## config.mk

```make
export PLATFORM = sky130hd
export DESIGN_NAME = updn_timer_core
export DESIGN_NICKNAME = d
export VERILOG_FILES = /design/src/rtl/udt_pkg.sv /design/src/rtl/udt_edge_sync.sv /design/src/rtl/udt_prescaler.sv /design/src/rtl/udt_count_engine.sv /design/src/rtl/udt_sticky_flag.sv /design/src/rtl/updn_timer_core.sv
export SDC_FILE = /design/constraint.sdc
export NUM_CORES = 1
export LEC_CHECK = 0
export ABC_AREA = 1
export BUFFER_PORTS_ARGS = -buffer_cell sky130_fd_sc_hd__buf_2
export CAP_MARGIN = 20
export CORE_ASPECT_RATIO = 1.4
export CORE_UTILIZATION = 40
export CTS_CLUSTER_DIAMETER = 40
export DETAILED_ROUTE_END_ITERATION = 16
export PLACE_DENSITY = 0.67
export SYNTH_ARGS = -nofsm -noshare
export SYNTH_HDL_FRONTEND = slang
export SYNTH_SLANG_ARGS = --single-unit
```

## constraint.sdc

```tcl
create_clock -name clk -period 2.1 [get_ports clk]
set_clock_uncertainty 0.2 [all_clocks]
set_input_delay 0.105 -clock clk [delete_from_list [all_inputs] [get_ports clk]]
set_output_delay 0.105 -clock clk [all_outputs]
set_load 0.05 [all_outputs]
```

## src/rtl/udt_pkg.sv

```systemverilog
package udt_pkg;

   // trigger configuration bit positions (behavioural: decoded by the core)
   localparam int TRIG_CFG_W    = 6;
   localparam int TC_START_RISE = 0;
   localparam int TC_START_FALL = 1;
   localparam int TC_STOP_RISE  = 2;
   localparam int TC_STOP_FALL  = 3;
   localparam int TC_CLR_RISE   = 4;
   localparam int TC_CLR_FALL   = 5;

   // index of the two event flags
   localparam int EV_OVF = 0;
   localparam int EV_UDF = 1;
   localparam int EV_NUM = 2;

   typedef struct packed {
      logic start;
      logic stop;
      logic clr;
   } trig_act_t;

   function automatic trig_act_t decode_trig(input logic [TRIG_CFG_W-1:0] cfg,
                                             input logic rise,
                                             input logic fall);
      trig_act_t a;
      a.start = (cfg[TC_START_RISE] & rise) | (cfg[TC_START_FALL] & fall);
      a.stop  = (cfg[TC_STOP_RISE]  & rise) | (cfg[TC_STOP_FALL]  & fall);
      a.clr   = (cfg[TC_CLR_RISE]   & rise) | (cfg[TC_CLR_FALL]   & fall);
      return a;
   endfunction

endpackage

```

## src/rtl/udt_edge_sync.sv

```systemverilog
module udt_edge_sync #(
   parameter int SYNC_STAGES = 2
) (
   input  logic clk,
   input  logic rst_n,
   input  logic async_in,
   output logic rise,
   output logic fall
);
   logic [SYNC_STAGES-1:0] sync_q;
   logic                   hist_q;

   always_ff @(posedge clk or negedge rst_n) begin
      if (!rst_n) begin
         sync_q <= '0;
         hist_q <= 1'b0;
      end else begin
         sync_q <= {sync_q[SYNC_STAGES-2:0], async_in};
         hist_q <= sync_q[SYNC_STAGES-1];
      end
   end

   assign rise =  sync_q[SYNC_STAGES-1] & ~hist_q;
   assign fall = ~sync_q[SYNC_STAGES-1] &  hist_q;
endmodule

```

## src/rtl/udt_prescaler.sv

```systemverilog
module udt_prescaler #(
   parameter int SEL_W    = 4,
   parameter int MAX_CODE = 10
) (
   input  logic             clk,
   input  logic             rst_n,
   input  logic             run,
   input  logic [SEL_W-1:0] sel,
   output logic             tick
);
   localparam int DIV_W = MAX_CODE;
   localparam logic [SEL_W-1:0] TOP_CODE = SEL_W'(MAX_CODE);

   logic [SEL_W-1:0] code;
   logic [DIV_W:0]   one_hot;
   logic [DIV_W-1:0] mask;
   logic [DIV_W-1:0] div_cnt;

   generate
      if ((2 ** SEL_W) - 1 > MAX_CODE) begin : g_clamp
         assign code = (sel > TOP_CODE) ? TOP_CODE : sel;
      end else begin : g_direct
         assign code = sel;
      end
   endgenerate

   assign one_hot = {{DIV_W{1'b0}}, 1'b1} << code;
   // code == MAX_CODE leaves the low part zero, so the subtraction yields all ones
   assign mask    = one_hot[DIV_W-1:0] - {{(DIV_W-1){1'b0}}, 1'b1};

   always_ff @(posedge clk or negedge rst_n) begin
      if (!rst_n)   div_cnt <= '0;
      else if (run) div_cnt <= div_cnt + {{(DIV_W-1){1'b0}}, 1'b1};
      else          div_cnt <= '0;
   end

   assign tick = run && ((div_cnt & mask) == mask);
endmodule

```

## src/rtl/udt_count_engine.sv

```systemverilog
module udt_count_engine #(
   parameter int CNT_W = 16
) (
   input  logic             clk,
   input  logic             rst_n,
   input  logic             tick,
   input  logic             tri_mode,
   input  logic             dir_up,
   input  logic [CNT_W-1:0] period,
   input  logic             clr,
   input  logic             load,
   input  logic [CNT_W-1:0] load_val,
   output logic [CNT_W-1:0] count,
   output logic             ovf_pulse,
   output logic             udf_pulse,
   output logic             pm_pulse,
   output logic             valley_pulse
);
   localparam logic [CNT_W-1:0] ONE = CNT_W'(1);

   logic             falling_q;
   logic [CNT_W-1:0] below_top;
   logic [CNT_W-1:0] above_floor;

   assign below_top   = (period == '0) ? '0 : period - ONE;
   assign above_floor = (period == '0) ? '0 : ONE;

   always_ff @(posedge clk or negedge rst_n) begin
      if (!rst_n) begin
         count        <= '0;
         falling_q    <= 1'b0;
         ovf_pulse    <= 1'b0;
         udf_pulse    <= 1'b0;
         pm_pulse     <= 1'b0;
         valley_pulse <= 1'b0;
      end else begin
         ovf_pulse    <= 1'b0;
         udf_pulse    <= 1'b0;
         pm_pulse     <= 1'b0;
         valley_pulse <= 1'b0;
         if (clr) begin
            count     <= '0;
            falling_q <= 1'b0;
         end else if (load) begin
            count <= load_val;
         end else if (tick) begin
            if (tri_mode) begin
               if (!falling_q) begin
                  if (count >= period) begin
                     count     <= below_top;
                     falling_q <= 1'b1;
                     ovf_pulse <= 1'b1;
                     pm_pulse  <= 1'b1;
                  end else begin
                     count <= count + ONE;
                  end
               end else begin
                  if (count == '0) begin
                     count        <= above_floor;
                     falling_q    <= 1'b0;
                     udf_pulse    <= 1'b1;
                     valley_pulse <= 1'b1;
                  end else begin
                     count <= count - ONE;
                  end
               end
            end else if (dir_up) begin
               if (count >= period) begin
                  count     <= '0;
                  ovf_pulse <= 1'b1;
                  pm_pulse  <= 1'b1;
               end else begin
                  count <= count + ONE;
               end
            end else begin
               if (count == '0) begin
                  count     <= period;
                  udf_pulse <= 1'b1;
                  pm_pulse  <= 1'b1;
               end else begin
                  count <= count - ONE;
               end
            end
         end
      end
   end
endmodule

```

## src/rtl/udt_sticky_flag.sv

```systemverilog
module udt_sticky_flag (
   input  logic clk,
   input  logic rst_n,
   input  logic set,
   input  logic clr,
   input  logic ie,
   output logic flag,
   output logic irq
);
   always_ff @(posedge clk or negedge rst_n) begin
      if (!rst_n)   flag <= 1'b0;
      else if (set) flag <= 1'b1;
      else if (clr) flag <= 1'b0;
   end

   assign irq = flag & ie;
endmodule

```

## src/rtl/updn_timer_core.sv

```systemverilog
module updn_timer_core
   import udt_pkg::*;
#(
   parameter int CNT_W        = 16,
   parameter int PSC_SEL_W    = 4,
   parameter int PSC_MAX_CODE = 10,
   parameter int SYNC_STAGES  = 2
) (
   input  logic                  clk,
   input  logic                  rst_n,
   input  logic [PSC_SEL_W-1:0]  psc_sel,
   input  logic                  tri_mode,
   input  logic                  dir_up,
   input  logic [CNT_W-1:0]      period,
   input  logic                  trig_in,
   input  logic [TRIG_CFG_W-1:0] trig_cfg,
   input  logic                  sw_start,
   input  logic                  sw_stop,
   input  logic                  sw_load,
   input  logic [CNT_W-1:0]      load_val,
   input  logic                  ovf_ie,
   input  logic                  udf_ie,
   input  logic                  ovf_clr,
   input  logic                  udf_clr,
   output logic [CNT_W-1:0]      count,
   output logic                  running,
   output logic                  ovf_flag,
   output logic                  udf_flag,
   output logic                  ovf_irq,
   output logic                  udf_irq,
   output logic                  period_match,
   output logic                  valley
);
   // elaboration-time parameter checks
   generate
      if (CNT_W < 2) begin : g_bad_cnt
         $error("updn_timer_core: CNT_W must be at least 2");
      end
      if (PSC_MAX_CODE < 2 || PSC_MAX_CODE > 16) begin : g_bad_psc
         $error("updn_timer_core: PSC_MAX_CODE must lie in 2..16");
      end
      if ((2 ** PSC_SEL_W) <= PSC_MAX_CODE) begin : g_bad_sel
         $error("updn_timer_core: PSC_SEL_W too narrow for PSC_MAX_CODE");
      end
      if (SYNC_STAGES < 2) begin : g_bad_sync
         $error("updn_timer_core: SYNC_STAGES must be at least 2");
      end
   endgenerate

   logic      trig_rise, trig_fall, tick;
   trig_act_t act;
   logic      start_evt, stop_evt, clr_evt;
   logic      ovf_pulse, udf_pulse;

   logic [EV_NUM-1:0] ev_set, ev_clr, ev_ie, ev_flag, ev_irq;

   udt_edge_sync #(.SYNC_STAGES(SYNC_STAGES)) u_sync (
      .clk(clk), .rst_n(rst_n), .async_in(trig_in),
      .rise(trig_rise), .fall(trig_fall)
   );

   assign act       = decode_trig(trig_cfg, trig_rise, trig_fall);
   assign start_evt = sw_start | act.start;
   assign stop_evt  = sw_stop  | act.stop;
   assign clr_evt   = act.clr;

   always_ff @(posedge clk or negedge rst_n) begin
      if (!rst_n)         running <= 1'b0;
      else if (stop_evt)  running <= 1'b0;
      else if (start_evt) running <= 1'b1;
   end

   udt_prescaler #(.SEL_W(PSC_SEL_W), .MAX_CODE(PSC_MAX_CODE)) u_psc (
      .clk(clk), .rst_n(rst_n), .run(running), .sel(psc_sel), .tick(tick)
   );

   udt_count_engine #(.CNT_W(CNT_W)) u_eng (
      .clk(clk), .rst_n(rst_n), .tick(tick),
      .tri_mode(tri_mode), .dir_up(dir_up), .period(period),
      .clr(clr_evt), .load(sw_load), .load_val(load_val),
      .count(count), .ovf_pulse(ovf_pulse), .udf_pulse(udf_pulse),
      .pm_pulse(period_match), .valley_pulse(valley)
   );

   assign ev_set = {udf_pulse, ovf_pulse};
   assign ev_clr = {udf_clr, ovf_clr};
   assign ev_ie  = {udf_ie, ovf_ie};

   generate
      for (genvar g = 0; g < EV_NUM; g++) begin : g_flag
         udt_sticky_flag u_flag (
            .clk(clk), .rst_n(rst_n),
            .set(ev_set[g]), .clr(ev_clr[g]), .ie(ev_ie[g]),
            .flag(ev_flag[g]), .irq(ev_irq[g])
         );
      end
   endgenerate

   assign ovf_flag = ev_flag[EV_OVF];
   assign udf_flag = ev_flag[EV_UDF];
   assign ovf_irq  = ev_irq[EV_OVF];
   assign udf_irq  = ev_irq[EV_UDF];
endmodule

```

==> flow_summary.ini, run 1 <==
[logic_synthesis]
syn_inst = 724
ys_ff_latch = 37
ys_warn_count = 0
syn_area_mm2 = 0.00447
syn_area_per_cell_um2 = 6.17
syn_nets = 801
ys_seq_area_share_pct = 20.7
netlist-cell-type-count = 39

[grt]
grt_pass1_wl_um = 29700
antenna_found_initial = 0
overflow = 0
first_global_vias = 5982
grt_max_degree = 22
gr-usage-all-layers_pct = 33.3

[sta]
setup_slack_ps = -182
finalSetupTns_ps = -2060
post-route-min-period_ps = 2280
setup_viol = 19
slew_viol_final = 0
timing.final.hold_violations = 0
fin_crit_sh_pct = 109
max_slew_margin_pct = 58.2
worstMarginPinSlew_ps = 626
rsz0062_at_grt = yes
fmax_mhz = 438
whs_ps = 36.4

[route]
drtAntennaViolNets = 0
drt_iter0_drc = 457
routed_wirelength_um = 19600
dr.pass1.iters = 8
via_count = 6102
route.detailed.drc = 0
viasPerCell = 5.57
avgRoutedWirePerCell_um = 17.9

[pwr]
total_power_mw = 4.34
p_per_area_mw_per_mm2 = 607
cellLeakagePower_nw = 3.56
peakVddDrop_uv = 388

[placed_design]
placed_area_mm2 = 0.00612
place_ws_ps = -204
hpwl_um = 14800
place_congestion = 1.02
dp_cells = 1049
port_buffers = 76

[worst_setup_path]
worstPathCellList = ha_4, nand2_2, inv_2, nand2_1, nand2_1, nand2_1, nand2_2, nand2_4, nand3_4, inv_8, buf_12, nand3_2, nand3_2, nand3_2, a21oi_2
critPathKind = flip-flop to flip-flop
critPathLaunchType = flip-flop
arrival_ps = 2300
cp_slowest_cell = dfrtp_2
crit_fanout = 7
crit_buf_inv = 3
required_ps = 2120
end_kind = flip-flop
worst_path_largest_cell_delay_ps = 490
cp_top_family = simple AND/OR/NAND/NOR gates

[floorplan]
core_mm2 = 0.0109
die-area_mm2 = 0.0116
num_rows = 45
die_h_um = 127
start_util_pct = 41.1
die_width_um = 91.3
io_pins = 77

[clock_tree]
clkLatencyLatePin_ps = 290
clockBufferDepth = 2
cts.sinks = 37
cts_tree = yes
clk_pin_slew_ps = 70
cts_root_buf = clkbuf_16
h-tree-depth = 2
cts_made_buffers = 5

[flow_run]
cap_violations = 0

[final_layout]
final_common_cell = nand2_1
fin_util_pct = 65.9
final_cell_mix = nand2_1 (138), buf_4 (127), inv_1 (85), nor2_1 (84), buf_2 (76)
antenna_cells = 0
final_cell_count_no_fill = 1095
layout-drive-gt1-share_pct = 43.0
design_area_mm2 = 0.00716
layout.nets = 1030
area_delta_synth_final_pct = 60.3

[outcome]
outcome = finished with violations
violations = setup timing

[hold_path]
hold_class = input pin to flip-flop
[Yosys cell counts (all sizes together)]
| cell type | number | area (µm²) |
|---|---|---|
| a311oi | 1 | 8.76 |
| nand4 | 18 | 113 |
| ha | 23 | 288 |
| nand2 | 163 | 624 |
| o21bai | 4 | 30.0 |
| a31oi | 2 | 12.5 |
| clkbuf | 6 | 22.5 |
| a21o | 3 | 22.5 |
| nor3b | 1 | 7.51 |
| xor2 | 20 | 175 |
| a21oi | 65 | 400 |
| nor2 | 116 | 524 |
| o21a | 1 | 7.51 |
| buf | 17 | 126 |
| and3 | 1 | 6.26 |
| nor3 | 8 | 51.3 |
| or2 | 2 | 12.5 |
| dfrtp | 37 | 926 |
| o211ai | 3 | 22.5 |
| o221a | 1 | 11.3 |
| inv | 95 | 357 |
| clkinv | 1 | 8.76 |
| nand3 | 104 | 541 |
| nand3b | 3 | 22.5 |
| o21ai | 29 | 145 |
[tightest hold or removal path, cell delays in order]
cell and delay (ps):
buf_2 210, a21oi_2 130, nor2_1 40
[kinds of logic after synthesis]
| group | share of synthesized area [%] |
|---|---|
| fa+ha+maj | 6.44 |
| xor+xnor | 3.92 |
| buf+inv | 11.5 |
| flops | 20.7 |
| compound gates | 14.8 |
| simple gates | 42.6 |
[where the power goes]
part / total (mW) / internal, mW / leakage (nW) / switching, mW
sequential: 0.910 / 0.785 / 0.457 / 0.124
clock: 0.770 / 0.436 / 0.0696 / 0.334
combinational: 2.66 / 1.13 / 3.03 / 1.53
total: 4.34 / 2.35 / 3.56 / 1.99
[area by class of cell]
cell class              count  area [µm²]
clock buffers               5         125
clock inverters             3        17.5
fillers                   955        3710
inverters                  96         378
multi-input cells         568        3620
flip-flops and latches     37         947
well taps                 141         176
repair buffers            245        1890
[final timing paths]
| kind | cells after the start | to | from | slack (ps) |
|---|---|---|---|---|
| max | 15 | u_eng.count[12]$_DFFE_PN0P_ | u_eng.count[3]$_DFFE_PN0P_ | -180 |
| min | 3 | u_eng.ovf_pulse$_DFF_PN0_ | tri_mode | 40 |
| max reg2reg | 15 | u_eng.count[12]$_DFFE_PN0P_ | u_eng.count[3]$_DFFE_PN0P_ | -180 |
| min reg2reg | 0 | u_sync.sync_q[1]$_DFF_PN0_ | u_sync.sync_q[0]$_DFF_PN0_ | 150 |
| max in group asynchronous | 3 | u_sync.sync_q[1]$_DFF_PN0_ | rst_n | 1010 |
| min in group asynchronous | 2 | u_eng.count[14]$_DFFE_PN0P_ | rst_n | 150 |
[state kept, by name (all words and copies together) (netlist names)]
register,cells
u_eng.ovf_pulse,1
u_eng.falling_q,1
u_eng.valley_pulse,1
u_eng.pm_pulse,1
u_psc.div_cnt,10
u_sync.sync_q,2
running,1
u_eng.udf_pulse,1
u_eng.count,16
u_sync.hist_q,1
g_flag.u_flag.flag,2
[repair_timing]
action / CTS / global route
setup buffers: 8 / 6
pin swaps: 28 / 33
endpoints found under the hold margin: 42 / 0
gates cloned: 1 / 1
gates resized for setup: 49 / 66
hold buffers: 23 / 0
endpoints found under the setup margin: 19 / 21
[routing by layer]
layer	global-route usage [%]	wire, µm	vias to the layer above
met3	3.63	1130	123
met5	0	0	-
li1	-	-	2827
met4	22.9	1710	0
met1	35.5	7000	2842
met2	61.3	9770	310
(Power assumes the default switching activity.)
==> run 2, diff against run 1 <==
--- a/config.mk
+++ b/config.mk
@@ -5,14 +5,15 @@
 export SDC_FILE = /design/constraint.sdc
 export NUM_CORES = 1
 export LEC_CHECK = 0
-export ABC_AREA = 1
+export ABC_AREA = 0
 export BUFFER_PORTS_ARGS = -buffer_cell sky130_fd_sc_hd__buf_2
 export CAP_MARGIN = 20
 export CORE_ASPECT_RATIO = 1.4
 export CORE_UTILIZATION = 40
+export CTS_BUF_LIST = sky130_fd_sc_hd__clkbuf_8
 export CTS_CLUSTER_DIAMETER = 40
 export DETAILED_ROUTE_END_ITERATION = 16
-export PLACE_DENSITY = 0.67
+export PLACE_DENSITY = 0.68
 export SYNTH_ARGS = -nofsm -noshare
 export SYNTH_HDL_FRONTEND = slang
 export SYNTH_SLANG_ARGS = --single-unit
==> constraint.sdc (replaced) <==
create_clock -name clk -period 2 [get_ports clk]
set_clock_uncertainty 0.2 [all_clocks]
set_input_delay 0.1 -clock clk [delete_from_list [all_inputs] [get_ports clk]]
set_output_delay 0.1 -clock clk [all_outputs]
set_load 0.05 [all_outputs]
==> run 2 against run 1 <==
Against the previous run: the run still ends with setup timing left; worst hold slack worse by 26 ps; total power down 5.4%; combinational power down 2%; register-to-register slack worse by 480 ps; non-clock buffer count up 38; worst setup slack worse by 480 ps; synthesized cell count down 30%; design area down 6.3%; final cell count down 18%; critical path type unchanged; clock power down 27%; critical endpoint is now u_eng.count[3]$_DFFE_PN0P_.
==> flow_summary.ini, run 2 <==
[sta]
fin_crit_sh_pct = 133
slew_viol_final = 0
max_slew_margin_pct = 47.1
setup_viol = 21
finalSetupTns_ps = -10700
post-route-min-period_ps = 2670
setup_slack_ps = -666
timing.final.hold_violations = 0
worstMarginPinSlew_ps = 793
whs_ps = 10.1
rsz0062_at_grt = yes
fmax_mhz = 375

[worst_setup_path]
r2r_cells = 10
rr_startpoint = u_eng.count[15]$_DFFE_PN0P_
r2r_setup_slack_ps = -670
crit-reg2reg-capture = u_eng.count[3]$_DFFE_PN0P_
critPathKind = flip-flop to flip-flop
end_kind = flip-flop
crit_fanout = 3
arrival_ps = 2680
critPathLaunchType = flip-flop
crit_start = u_eng.count[15]$_DFFE_PN0P_
crit_end = u_eng.count[3]$_DFFE_PN0P_
required_ps = 2010

[pwr]
cellLeakagePower_nw = 3.05
p_per_area_mw_per_mm2 = 612
peakVddDrop_uv = 439

[grt]
antenna_found_initial = 0
grt_max_degree = 29
overflow = 0
grt_pass1_wl_um = 26600
gr-usage-all-layers_pct = 33.3
first_global_vias = 5189

[clock_tree]
clockBufferDepth = 2
clk_pin_slew_ps = 100
cts_tree = yes
cts.sinks = 37
cts_made_buffers = 5
cts_root_buf = clkbuf_8
clkLatencyLatePin_ps = 310
h-tree-depth = 2

[final_layout]
n_fill_cell = 857
ff_latch_area_um2 = 947
layout.nets = 844
reg_top3 = u_eng.count (16), u_psc.div_cnt (10)
final_cell_mix = buf_4 (175), buf_2 (74), nor2_1 (42), nand2_1 (35), xnor2_1 (32)
area_delta_synth_final_pct = 64.7
layout-drive-gt1-share_pct = 47.8
final_common_cell = buf_4
fin_util_pct = 67.8
largest_register_ff_count = 16
antenna_cells = 0
multi_input_area_mm2 = 0.00333
top_register = u_eng.count
design_area_mm2 = 0.00671

[route]
avgRoutedWirePerCell_um = 19.4
via_count = 5260
wl_met2_um = 8510
drtAntennaViolNets = 0
routed_wirelength_um = 17500
routed-wl-met3_um = 987
top_layer_used = met4
viasPerCell = 5.83
drt_iter0_drc = 510
route.detailed.drc = 0
dr.pass1.iters = 5
m1WireLength_um = 6990

[logic_synthesis]
synth_top_area_cell = dfrtp_1
synth_adder_area_share_pct = 7.06
synth_edf_count = 0
syn_area_per_cell_um2 = 8.02
syn_nets = 585
synth_mux_area_share_pct = 1.81
ys_async_sr_fraction_pct = 100
syn_inst = 508
synth-main-ff-cell = dfrtp_1
syn_area_mm2 = 0.00407
synthSimpleGateAreaFrac_pct = 26.0
synth.top_cell.area_share_pct = 22.7
synth_compound_area_share_pct = 26.6
synth.area.top_cells = dfrtp_1 (23%), ha_1 (7.1%), xnor2_1 (6.9%), nor2_1 (4.1%), nand2_1 (3.6%)
ys_seq_area_share_pct = 22.7
synth_common_cells = nor2_1 (45), nand2_1 (39), dfrtp_1 (37)
synth-xor-area-share_pct = 9.46
ys_ff_latch = 37
synth_top_family_by_area = compound AO/OA/AOI/OAI gates
synth.most_common_cell = nor2_1
ys_warn_count = 0
netlist-cell-type-count = 75

[hold_path]
hp-start = load_val[5]
hold_class = input pin to flip-flop

[floorplan]
io_pins = 77
die_h_um = 121
die_width_um = 87.3
num_rows = 43
start_util_pct = 41.2
core_mm2 = 0.00990
die-area_mm2 = 0.0106

[placed_design]
port_buffers = 76
placed_area_mm2 = 0.00598
place_congestion = 0.988
hpwl_um = 13400

[outcome]
violations = setup timing
outcome = finished with violations

[flow_run]
cap_violations = 0
run 2: stage by stage:
step	setup slack, ps	instances	power [mW]
2_1_floorplan	-626	508	2.25
3_3_place_gp	-695	859	3.18
3_5_place_dp	-691	859	3.20
4_1_cts	-591	897	3.98
5_1_grt	-753	903	4.29
6_report	-666	903	4.11
run 2: routing by layer:
metal	up-vias	GRT usage (%)
li1	2416	-
met3	79	3.81
met2	247	57.8
met1	2518	39.9
met5	-	0
met4	0	16.7
run 2: cell families after synthesis:
logic type      count (synthesis)
buf+inv                        60
fa+ha+maj                      23
xor+xnor                       44
mux                             7
simple gates                  194
compound gates                143
flops                          37
run 2: final cells by class:
cell class	count	area share (%)
clock buffers	5	1.03
well taps	135	2.52
repair buffers	283	30.7
inverters	29	1.66
flip-flops and latches	37	14.1
clock inverters	3	0.280
multi-input cells	411	49.7
run 2: power breakdown:
part / internal, mW / switching (mW) / total [mW] / leakage (nW)
Sequential: 0.838 / 0.0979 / 0.936 / 0.462
Combinational: 1.17 / 1.44 / 2.61 / 2.55
Clock: 0.241 / 0.318 / 0.560 / 0.0416
Total: 2.25 / 1.86 / 4.11 / 3.05
run 2: worst min path at each step:
stage | end | slack [ps] | cells past startpoint
floorplan | g_flag[0].u_flag.flag$_DFFE_PN0P_ | -400 | 0
global placement | u_eng.count[10]$_DFFE_PN0P_ | -10 | 1
detailed placement | u_eng.count[10]$_DFFE_PN0P_ | 8 | 1
CTS | u_eng.count[5]$_DFFE_PN0P_ | 10 | 4
global route | u_eng.count[6]$_DFFE_PN0P_ | 40 | 4
finish | u_eng.count[5]$_DFFE_PN0P_ | 10 | 4
run 2: timing repair:
action	in CTS	in global routing
hold endpoints to repair	39	0
hold buffers	14	0
gates cloned	1	0
pin swaps	32	14
resized for setup	43	27
setup endpoints to repair	21	22
buffers inserted	15	6
run 2: worst max-delay path, stage by stage (launching register included):
cell       delay [ps]
dfrtp_4           500
ha_4              250
a21oi_2           110
o21ai_1            70
a211o_1           310
buf_6             150
a2111oi_4         390
buf_4             190
nor3b_2           140
o22ai_1            80
o211ai_1          180
